**config.mk**
```make
export PLATFORM = sky130hd
export DESIGN_NAME = steer_resolver
export DESIGN_NICKNAME = d
export VERILOG_FILES = /design/src/rtl/steer_pkg.sv /design/src/rtl/steer_range_match.sv /design/src/rtl/steer_first_set.sv /design/src/rtl/steer_resolver.sv
export SDC_FILE = /design/constraint.sdc
export NUM_CORES = 1
export LEC_CHECK = 0
export BUFFER_PORTS_ARGS = -buffer_cell sky130_fd_sc_hd__buf_2
export CAP_MARGIN = 30
export CORE_MARGIN = 4
export CORE_UTILIZATION = 40
export CTS_BUF_LIST = sky130_fd_sc_hd__clkbuf_4
export DETAILED_ROUTE_END_ITERATION = 16
export HOLD_SLACK_MARGIN = 0.12
export PLACE_DENSITY = 0.78
export SLEW_MARGIN = 20
export SYNTH_ARGS = -nofsm -noshare
export SYNTH_HDL_FRONTEND = slang
export SYNTH_SLANG_ARGS = --single-unit
```
**constraint.sdc**
```tcl
create_clock -name clk_i -period 1.2 [get_ports clk_i]
set_clock_uncertainty 0.2 [all_clocks]
set_input_delay 0 -clock clk_i [delete_from_list [all_inputs] [get_ports clk_i]]
set_output_delay 0 -clock clk_i [all_outputs]
set_load 0.05 [all_outputs]
```
**src/rtl/steer_pkg.sv**
```systemverilog
package steer_pkg;
  localparam int ADDR_W     = 24;
  localparam int NUM_CLASS  = 6;
  localparam int MAX_RANGES = 8;
  localparam int CNT_W      = $clog2(MAX_RANGES + 1);

  typedef enum logic [2:0] {
    CLS_BANK     = 3'd0,
    CLS_SLICE    = 3'd1,
    CLS_NODE     = 3'd2,
    CLS_MEMACC   = 3'd3,
    CLS_SUBSLICE = 3'd4,
    CLS_ZERO     = 3'd5,
    CLS_NONE     = 3'd7
  } steer_class_e;

  typedef logic [NUM_CLASS-1:0][MAX_RANGES-1:0][2*ADDR_W-1:0] range_tbl_t;
  typedef logic [NUM_CLASS-1:0][CNT_W-1:0]                     range_cnt_t;

  function automatic logic [2*ADDR_W-1:0] rng(logic [ADDR_W-1:0] lo, logic [ADDR_W-1:0] hi);
    return {lo, hi};
  endfunction

  function automatic range_tbl_t build_tbl();
    range_tbl_t t = '0;
    t[0][0] = rng(24'h00B100, 24'h00B3FF);
    t[1][0] = rng(24'h00DD00, 24'h00DDFF);
    t[1][1] = rng(24'h00E900, 24'h00FFFF);
    t[2][0] = rng(24'h00B000, 24'h00B0FF);
    t[2][1] = rng(24'h00D800, 24'h00D8FF);
    t[3][0] = rng(24'h004000, 24'h004AFF);
    t[3][1] = rng(24'h00C800, 24'h00CFFF);
    t[4][0] = rng(24'h005200, 24'h0052FF);
    t[4][1] = rng(24'h005500, 24'h007FFF);
    t[5][0] = rng(24'h008800, 24'h00887F);
    t[5][1] = rng(24'h00B000, 24'h00B3FF);
    t[5][2] = rng(24'h020000, 24'h02FFFF); // beyond count: inert
    return t;
  endfunction

  function automatic range_cnt_t build_cnt();
    range_cnt_t c;
    c[0] = CNT_W'(1);
    c[1] = CNT_W'(2);
    c[2] = CNT_W'(2);
    c[3] = CNT_W'(2);
    c[4] = CNT_W'(2);
    c[5] = CNT_W'(2);
    return c;
  endfunction

  localparam range_tbl_t DEFAULT_TBL = build_tbl();
  localparam range_cnt_t DEFAULT_CNT = build_cnt();
endpackage

```
**src/rtl/steer_range_match.sv**
```systemverilog
module steer_range_match #(
  parameter int AW  = 24,
  parameter int NR  = 8,
  parameter logic [NR-1:0][2*AW-1:0] TBL = '0,
  parameter int CNT = 0
) (
  input  logic [AW-1:0] addr_i,
  output logic          hit_o
);
  logic [NR-1:0] slot_hit;

  for (genvar i = 0; i < NR; i++) begin : g_slot
    if (i < CNT) begin : g_on
      localparam logic [AW-1:0] LO = TBL[i][2*AW-1:AW];
      localparam logic [AW-1:0] HI = TBL[i][AW-1:0];
      assign slot_hit[i] = (addr_i >= LO) && (addr_i <= HI);
    end else begin : g_off
      assign slot_hit[i] = 1'b0;
    end
  end

  assign hit_o = |slot_hit;
endmodule

```
**src/rtl/steer_first_set.sv**
```systemverilog
module steer_first_set #(
  parameter int W     = 8,
  parameter int IDX_W = (W > 1) ? $clog2(W) : 1
) (
  input  logic [W-1:0]     mask_i,
  output logic [IDX_W-1:0] idx_o,
  output logic             none_o
);
  always_comb begin
    idx_o = '0;
    for (int i = W - 1; i >= 0; i--) begin
      if (mask_i[i]) idx_o = IDX_W'(i);
    end
  end

  assign none_o = ~|mask_i;
endmodule

```
**src/rtl/steer_resolver.sv**
```systemverilog
module steer_resolver
  import steer_pkg::*;
#(
  parameter int         BANK_FUSE_W      = 4,
  parameter int         SLICE_W          = 4,
  parameter int         SUBSLICE_W       = 16,
  parameter int         SS_PER_GROUP     = 4,
  parameter int         GROUP_W          = 8,
  parameter int         INST_W           = 8,
  parameter int         MEM_ACCESS_GROUP = 1,
  parameter range_tbl_t RANGE_TBL        = DEFAULT_TBL,
  parameter range_cnt_t RANGE_CNT        = DEFAULT_CNT
) (
  input  logic                   clk_i,
  input  logic                   rst_ni,
  input  logic                   addr_valid_i,
  input  logic [ADDR_W-1:0]      addr_i,
  input  logic [BANK_FUSE_W-1:0] bank_fuse_i,
  input  logic [SLICE_W-1:0]     slice_mask_i,
  input  logic [SUBSLICE_W-1:0]  subslice_mask_i,
  input  logic [GROUP_W-1:0]     dflt_group_i,
  input  logic [INST_W-1:0]      dflt_inst_i,
  output logic                   valid_o,
  output logic [GROUP_W-1:0]     group_o,
  output logic [INST_W-1:0]      inst_o,
  output logic                   explicit_o,
  output logic                   error_o
);
  localparam int BANK_W     = 2 * BANK_FUSE_W;
  localparam int BANK_IDX_W = (BANK_W > 1) ? $clog2(BANK_W) : 1;
  localparam int SL_IDX_W   = (SLICE_W > 1) ? $clog2(SLICE_W) : 1;
  localparam int SS_IDX_W   = (SUBSLICE_W > 1) ? $clog2(SUBSLICE_W) : 1;

  // Each fuse bit covers a pair of banks
  logic [BANK_W-1:0] bank_mask;
  for (genvar i = 0; i < BANK_FUSE_W; i++) begin : g_bank_pair
    assign bank_mask[2*i+:2] = {2{bank_fuse_i[i]}};
  end

  logic [NUM_CLASS-1:0] class_hit;
  for (genvar c = 0; c < NUM_CLASS; c++) begin : g_class
    steer_range_match #(
      .AW (ADDR_W),
      .NR (MAX_RANGES),
      .TBL(RANGE_TBL[c]),
      .CNT(int'(RANGE_CNT[c]))
    ) i_match (
      .addr_i(addr_i),
      .hit_o (class_hit[c])
    );
  end

  logic [BANK_IDX_W-1:0] bank_idx;
  logic [SL_IDX_W-1:0]   slice_idx;
  logic [SS_IDX_W-1:0]   ss_idx;
  logic                  bank_none, slice_none, ss_none;

  steer_first_set #(.W(BANK_W), .IDX_W(BANK_IDX_W)) i_bank_first (
    .mask_i(bank_mask), .idx_o(bank_idx), .none_o(bank_none)
  );
  steer_first_set #(.W(SLICE_W), .IDX_W(SL_IDX_W)) i_slice_first (
    .mask_i(slice_mask_i), .idx_o(slice_idx), .none_o(slice_none)
  );
  steer_first_set #(.W(SUBSLICE_W), .IDX_W(SS_IDX_W)) i_ss_first (
    .mask_i(subslice_mask_i), .idx_o(ss_idx), .none_o(ss_none)
  );

  // Lowest class index wins
  steer_class_e cls;
  always_comb begin
    cls = CLS_NONE;
    for (int c = NUM_CLASS - 1; c >= 0; c--) begin
      if (class_hit[c]) cls = steer_class_e'(3'(c));
    end
  end

  logic [GROUP_W-1:0] grp_d;
  logic [INST_W-1:0]  inst_d;
  logic               err_d;

  always_comb begin
    grp_d  = '0;
    inst_d = '0;
    err_d  = 1'b0;
    unique case (cls)
      CLS_BANK: begin
        inst_d = INST_W'(bank_idx);
        err_d  = bank_none;
      end
      CLS_SLICE: begin
        grp_d = GROUP_W'(slice_idx);
        err_d = slice_none;
      end
      CLS_NODE: begin
        grp_d = GROUP_W'({slice_idx, 1'b0});
        err_d = slice_none;
      end
      CLS_MEMACC: grp_d = GROUP_W'(MEM_ACCESS_GROUP);
      CLS_SUBSLICE: begin
        grp_d  = GROUP_W'(int'(ss_idx) / SS_PER_GROUP);
        inst_d = INST_W'(int'(ss_idx) % SS_PER_GROUP);
        err_d  = ss_none;
      end
      CLS_ZERO: ;
      default: begin
        grp_d  = dflt_group_i;
        inst_d = dflt_inst_i;
      end
    endcase
  end

  always_ff @(posedge clk_i or negedge rst_ni) begin
    if (!rst_ni) begin
      valid_o    <= 1'b0;
      group_o    <= '0;
      inst_o     <= '0;
      explicit_o <= 1'b0;
      error_o    <= 1'b0;
    end else begin
      valid_o <= addr_valid_i;
      if (addr_valid_i) begin
        group_o    <= grp_d;
        inst_o     <= inst_d;
        explicit_o <= (cls != CLS_NONE);
        error_o    <= err_d;
      end
    end
  end
endmodule

```
[Yosys cells after proc, flatten, opt, wreduce, memory -nomap -nowiden]
Index checks and enable logic that the tools add are counted.
Storage, ports and cells
  flip-flop bits (word level): 19
  output and inout bits: 19
Operators by class
  magnitude comparators: 20
  mux-type cells: 33
  reduce and logical (&&, ||, !) cells: 26
  equal/unequal tests: 6
Operators by type and width (number)
  >= comparator 24 x 16 -> 1 bit (second input constant): 7
  <= comparator 24 x 16 -> 1 bit (second input constant): 7
  >= comparator 24 x 15 -> 1 bit (second input constant): 3
  <= comparator 24 x 15 -> 1 bit (second input constant): 3
  2-to-1 mux 4 bit: 16
  one-hot mux 8 bit (5 select lines): 1
  2-to-1 mux 3 bit: 8
  one-hot mux 8 bit (3 select lines): 1
  OR reduction 16 bit: 1
  OR reduction 2 bit: 7
  2-to-1 mux 2 bit: 6
  OR reduction 4 bit: 3
  logical AND 1 bit: 11
  == test 3 x 2 -> 1 bit (second input constant): 2
  == test 3 bit (second input constant): 2
  == test 3 x 1 -> 1 bit (second input constant): 1
  zero test 1 bit: 3
  zero test 3 bit: 1
  inequality test 3 bit (second input constant): 1
  one-hot mux 1 bit (3 select lines): 1

[Depth between registers and ports, before layout]
  depth in word-level cells: 17
  mapped depth: 8
  gate-level depth less buffers: 6

[By module]
A second synthesis with hierarchy kept.
Unflattened totals
  cells, all modules: 196
  area total of the unflattened synthesis: 1679.1 µm²
Modules (own cells, without submodules)
  steer_resolver: sequential area each 475.5 µm², cells an instance 97, times used 1, area an instance 1004.7 µm²
  steer_first_set (i_ss_first): sequential area each 0.0 µm², cells an instance 33, times used 1, area an instance 185.2 µm²
  steer_first_set (i_bank_first): sequential area each 0.0 µm², cells an instance 14, times used 1, area an instance 86.3 µm²
  steer_range_match (g_class[5].i_match): sequential area each 0.0 µm², cells an instance 9, times used 1, area an instance 75.1 µm²
  steer_range_match (g_class[1].i_match): sequential area each 0.0 µm², cells an instance 8, times used 1, area an instance 67.6 µm²
  steer_range_match (g_class[2].i_match): sequential area each 0.0 µm², cells an instance 8, times used 1, area an instance 66.3 µm²
  steer_range_match (g_class[3].i_match): sequential area each 0.0 µm², cells an instance 8, times used 1, area an instance 61.3 µm²
  steer_range_match (g_class[4].i_match): sequential area each 0.0 µm², cells an instance 7, times used 1, area an instance 58.8 µm²
  steer_range_match (g_class[0].i_match): sequential area each 0.0 µm², cells an instance 6, times used 1, area an instance 37.5 µm²
  steer_first_set (i_slice_first): sequential area each 0.0 µm², cells an instance 6, times used 1, area an instance 36.3 µm²

[Worst setup path after synthesis]
Ideal clock, no wire load.
  kind: in2reg
  start: input port addr_i[12]
  end: register inst_o[4]
  data arrival time: 1508 ps
  stages: 8
  required time: 879 ps
  buffers on the path: 2
  setup slack: -629 ps
  path through: buf_2 -> or3_2 -> a211oi_1 -> nor3_1 -> a31oi_2 -> nor2_2 -> buf_2 -> a22o_1
Between the ends
  cells in the longest elaborated chain, start to end: 12
  elaborated cells on any way between the ends: 50
RTL lines
  start: declaration: line steer_resolver.sv:17  | input logic [ADDR_W-1:0] addr_i,
  >= comparator 24 x 16 -> 1 bit or <= comparator 24 x 16 -> 1 bit (tied branches): line steer_range_match.sv:16  | assign slot_hit[i] = (addr_i >= LO) && (addr_i <= HI);
  logical AND 1 bit: line steer_range_match.sv:16
  OR reduction 2 bit: line steer_range_match.sv:22  | assign hit_o = |slot_hit;
  2-to-1 mux 2 bit (2 in a row): line steer_resolver.sv:73  | if (class_hit[c]) cls = steer_class_e'(3'(c));
  2-to-1 mux 3 bit (3 in a row): line steer_resolver.sv:73
  2-to-1 mux 3 bit (*): line steer_resolver.sv:73
  == test 3 x 2 -> 1 bit, or another cell as far along: line steer_resolver.sv:85  | unique case (cls)
  OR reduction 4 bit (no source line)
  one-hot mux 8 bit (3 select lines) (*): line steer_resolver.sv:85
  end signal: assignment: line steer_resolver.sv:123  | inst_o <= inst_d;
  end: declaration: line steer_resolver.sv:25  | output logic [INST_W-1:0] inst_o,
Every way passes the cells marked *; elsewhere a longest branch is shown, timed or not.
A chain may end at the register's enable or synchronous reset.

[Worst setup path after layout]
  start: input port addr_i[14]
  end: register error_o
Between the ends
  cells in the longest elaborated chain, start to end: 12
  elaborated cells on any way between the ends: 48
RTL lines
  >= comparator 24 x 16 -> 1 bit or <= comparator 24 x 16 -> 1 bit (tied branches): line steer_range_match.sv:16
  logical AND 1 bit: line steer_range_match.sv:16
  OR reduction 2 bit: line steer_range_match.sv:22
  2-to-1 mux 2 bit (2 in a row): line steer_resolver.sv:73
  2-to-1 mux 3 bit (3 in a row): line steer_resolver.sv:73
  2-to-1 mux 3 bit (*): line steer_resolver.sv:73
  == test 3 x 2 -> 1 bit or == test 3 x 1 -> 1 bit (tied branches): line steer_resolver.sv:85
  OR reduction 2 bit (no source line)
  one-hot mux 1 bit (3 select lines) (*): line steer_resolver.sv:85
  end signal: assignment: line steer_resolver.sv:125  | error_o <= err_d;
  end: declaration: line steer_resolver.sv:27  | output logic error_o
Marks and branches as above.

==> results.md <==
Die:
- The die covers 4048 µm².
- Measured along the y axis, the die boundary spans 63.62 µm.
- The floorplan die width is 63.62 µm.
- For this configuration, the core starts out at a cell density of 43.38%.
- Row generation in the floorplan step produced 19 rows.
- The number of ports placed on the die boundary is 86.
- The placeable core region is 2853 µm².

Clock tree:
- The cts-stage hold buffer count is 24.
- The tree built by TritonCTS fans out to 19 sinks.
- The root buffer cell is sky130_fd_sc_hd__clkbuf_4.
- Clock latency on the worst-skew pair, taken at its later pin, is 0.28 ns.
- The clock passes through at most 2 buffers.
- TritonCTS built the clock tree.
- The total clock buffers created by CTS is 3.
- The H-tree level count is 1.
- Clock-pin slew was measured on the worst setup and hold paths at 0.10 ns.

Critical path:
- The required time of the worst setup path is 1.21 ns.
- The endpoint identified for the worst register-to-register timing path is inst_o[0].
- The nature of the critical path startpoint is an input port.
- The worst setup path is of the input port to flop kind.
- In this run the register-to-register setup slack is 0.16 ns.
- Data arrives at the worst endpoint at 1.54 ns.
- The endpoint type of the worst setup path is a flop.
- The biggest fanout along the worst timing path is 3.
- The reg-to-reg critical path startpoint is inst_o[0].
- The worst register-to-register path has a depth of 1.

STA:
- Setup repair after global routing could not meet its margin everywhere.
- The actual transition at the worst max-transition pin is 0.5351 ns.
- For this run, the top clock speed supported by timing is 653.5 MHz.
- The count of final max-slew check failures is 0.
- After layout, the worst setup slack is -0.3302 ns.
- The tightest hold path in the finished design has a slack of -0.08177 ns.
- The number of failing hold endpoints at the final stage was 21.
- The shortest period the worst path allows is 1.530 ns.
- Headroom to the max-slew limit came out at 63.40%.
- Dividing the final minimum period by the clock period gives 127.5%.
- Setup violations remaining at the end of the flow were counted as 18.

Global routing:
- Global routing finished with a remaining overflow of 0.
- The initial antenna violation count is 0.
- The aggregate global-route resource usage is 23.70%.
- Entering global routing, the biggest net connects 20 pins.
- The number of global-route vias before repair came to 1704.
- The first-pass GRT wire length is 7797 µm.

Placed design:
- After detailed placement, the total cell area comes to 1892 µm².
- The sum of net half-perimeters after detailed placement is 3196 µm.
- During placement, the flow inserted port buffers numbering 78.
- The routability congestion estimate from global placement is 0.8823.

Detailed routing:
- The wire length per cell is 16.20 µm.
- The initial detailed-routing violation count is 77.
- The count of TritonRoute iterations in the first routing pass is 4.
- The residual DRC count is 0.
- Detailed routing inserted a total of 1676 vias.
- In the routed layout, each cell is associated on average with a via count of 5.587.
- The number of nets still failing antenna checks after routing is 0.
- The total routed wirelength is 4860 µm.

Final layout:
- The design area is 2357 µm².
- The filler cells instantiated in the layout total 175.
- At the end of the flow, the number of nets in the layout was 337.
- The fraction of final layout cells with drive strength greater than 1 is 51.30%.
- The synthesis-to-finish area growth is 90.50%.
- The share of the core filled with cells in the final layout is 82.63%.
- The number of antenna diodes in the final layout is 0.

Logic synthesis:
- By area the synthesized netlist is led by sky130_fd_sc_hd__dfrtp_1 (38%), sky130_fd_sc_hd__a22o_1 (7.1%), sky130_fd_sc_hd__nor2_1 (4.9%).
- The synthesized area is 1237 µm².
- After synthesis, the mean cell area works out to 8.902 µm².
- In this run the biggest area consumer among cell types represents 38.42% of the synthesized area.
- The share of async-settable or async-resettable flops after synthesis is 100.0%.
- For this run, the leading register cell type out of synthesis is sky130_fd_sc_hd__dfrtp_1.
- The count of yosys warnings during synthesis is 0.
- Counting every instance in the synthesized netlist gives 139.
- Counting distinct cell types in the post-synthesis netlist gives 47.
- The cell taking the most area after synthesis is sky130_fd_sc_hd__dfrtp_1.
- The part of the Yosys area used for sequential elements is 38.42%.
- By count the netlist is led by sky130_fd_sc_hd__dfrtp_1 (19), sky130_fd_sc_hd__nor2_1 (16), sky130_fd_sc_hd__a22o_1 (10), sky130_fd_sc_hd__a21oi_1 (9), sky130_fd_sc_hd__inv_1 (9).
- Yosys instantiated no cell more often than sky130_fd_sc_hd__dfrtp_1.
- After synthesis the netlist holds a flip-flop and latch count of 19.
- The synthesized design contains 0 enable-type register cells.
- The number of nets produced by synthesis is 206.

Run status:
- The final reports fail on negative hold slack, negative setup slack.
- The flow ran to the end, but the final reports show violations.

Hold path:
- The worst hold path passes through 4 cells.
- The startpoint of the tightest hold check path is bank_fuse_i[0].
- The worst hold path terminates at inst_o[1].
- The worst min-delay path category is input port to flop.

Flow run:
- Across the run, the number of max-cap violations was 0.

Power:
- The static leakage is 1.120 nW.
- For this design the ratio of total power to cell area is 767.9 nW/µm².
- The largest vdd supply drop is 409.4 µV.
worst max path at each step:
| stage | startpoint | end |
|---|---|---|
| 2_1_floorplan | addr_i[11] | error_o |
| 3_3_place_gp | addr_i[14] | inst_o[2] |
| 3_5_place_dp | addr_i[14] | error_o |
| 4_1_cts | addr_i[14] | error_o |
| 5_1_grt | addr_i[14] | error_o |
| 6_report | addr_i[14] | error_o |
report_power, final:
group          internal (W)  total [W]  switching [W]  leakage (nW)
Clock              0.000152   0.000330       0.000178        0.0184
Combinational      0.000323   0.000759       0.000436         0.872
Sequential         0.000692   0.000721      0.0000292         0.230
metal layers:
metal,GRT usage (%),up-vias,routed length [µm]
li1,-,803,-
met1,27.44,783,1927
met2,44.20,82,2506
met3,3.908,8,358
met4,6.739,0,67
met5,0,-,0
layout by cell type (no fill, tap or decap), drive strengths merged:
master and instances:
a2111o 1, a2111oi 2, a211oi 2, a21oi 9, a221o 3, a221oi 1
a22o 10, a311oi 1, a31oi 3, and4 1, buf 106, clkbuf 4
clkinv 1, dfrtp 19, dlygate4sd3 23, dlymetal6s4s 1, inv 9, mux2 1
mux2i 2, nand2 6, nand2b 4, nand3 1, nand3b 2, nand4b 2
nor2 19, nor2b 2, nor3 7, nor3b 1, nor4 6, o2111ai 1
o211ai 1, o21ai 5, o22ai 1, o311ai 1, o31ai 1, o41ai 2
or2b 1, or3 2, or3b 1, or4 4
flip-flops by register name, indices dropped and copies added (netlist names):
signal,count
valid_o,1
inst_o,8
group_o,8
explicit_o,1
error_o,1
cell families (layout without fill, tap and decap cells):
kind of cell | Yosys count | count (layout) | share of synthesized area [%]
AO/OA/AOI/OAI | 44 | 44 | 26.79
buffers and inverters | 15 | 144 | 4.853
flip-flops | 19 | 19 | 38.42
multiplexers | 3 | 3 | 2.528
AND/OR/NAND/NOR | 58 | 59 | 27.40
metrics by stage:
step	setup WS [ns]	total power [W]	setup TNS [ns]	hold WS, ns	cells
floorplan	-0.5305	0.001087	-8.125	-0.4956	139
global placement	-0.6382	0.001343	-9.916	-0.2488	268
detailed placement	-0.6732	0.001353	-10.59	-0.2344	268
CTS	-0.3549	0.001778	-4.359	-0.1138	300
global route	-0.3367	0.001910	-5.073	-0.06878	300
finish	-0.3302	0.001810	-4.608	-0.08177	300
worst max-delay path, cell delays in order:
cell                       delay, ns
sky130_fd_sc_hd__buf_8          0.10
sky130_fd_sc_hd__nand2b_4       0.13
sky130_fd_sc_hd__or4_4          0.43
sky130_fd_sc_hd__or4_4          0.53
sky130_fd_sc_hd__nor3_2         0.12
sky130_fd_sc_hd__o21ai_1        0.07
sky130_fd_sc_hd__a31oi_1        0.16
area by class of cell:
class | instances | area [µm²] | area share, %
Clock buffer | 4 | 30.03 | 1.274
Inverter | 10 | 40.04 | 1.699
Multi-Input combinational cell | 106 | 855.8 | 36.31
Sequential cell | 19 | 475.5 | 20.17
Tap cell | 31 | 38.79 | 1.645
Timing Repair Buffer | 130 | 917.1 | 38.91
timing repair:
| action | CTS | global route |
|---|---|---|
| resized for setup | 19 | 19 |
| buffers inserted | 3 | 0 |
| cloned | 1 | 0 |
| endpoints found under the setup margin | 18 | 18 |
| endpoints found under the hold margin | 38 | 25 |
| pin swaps | 14 | 6 |
No activity file was read; power rests on OpenSTA's default activity.
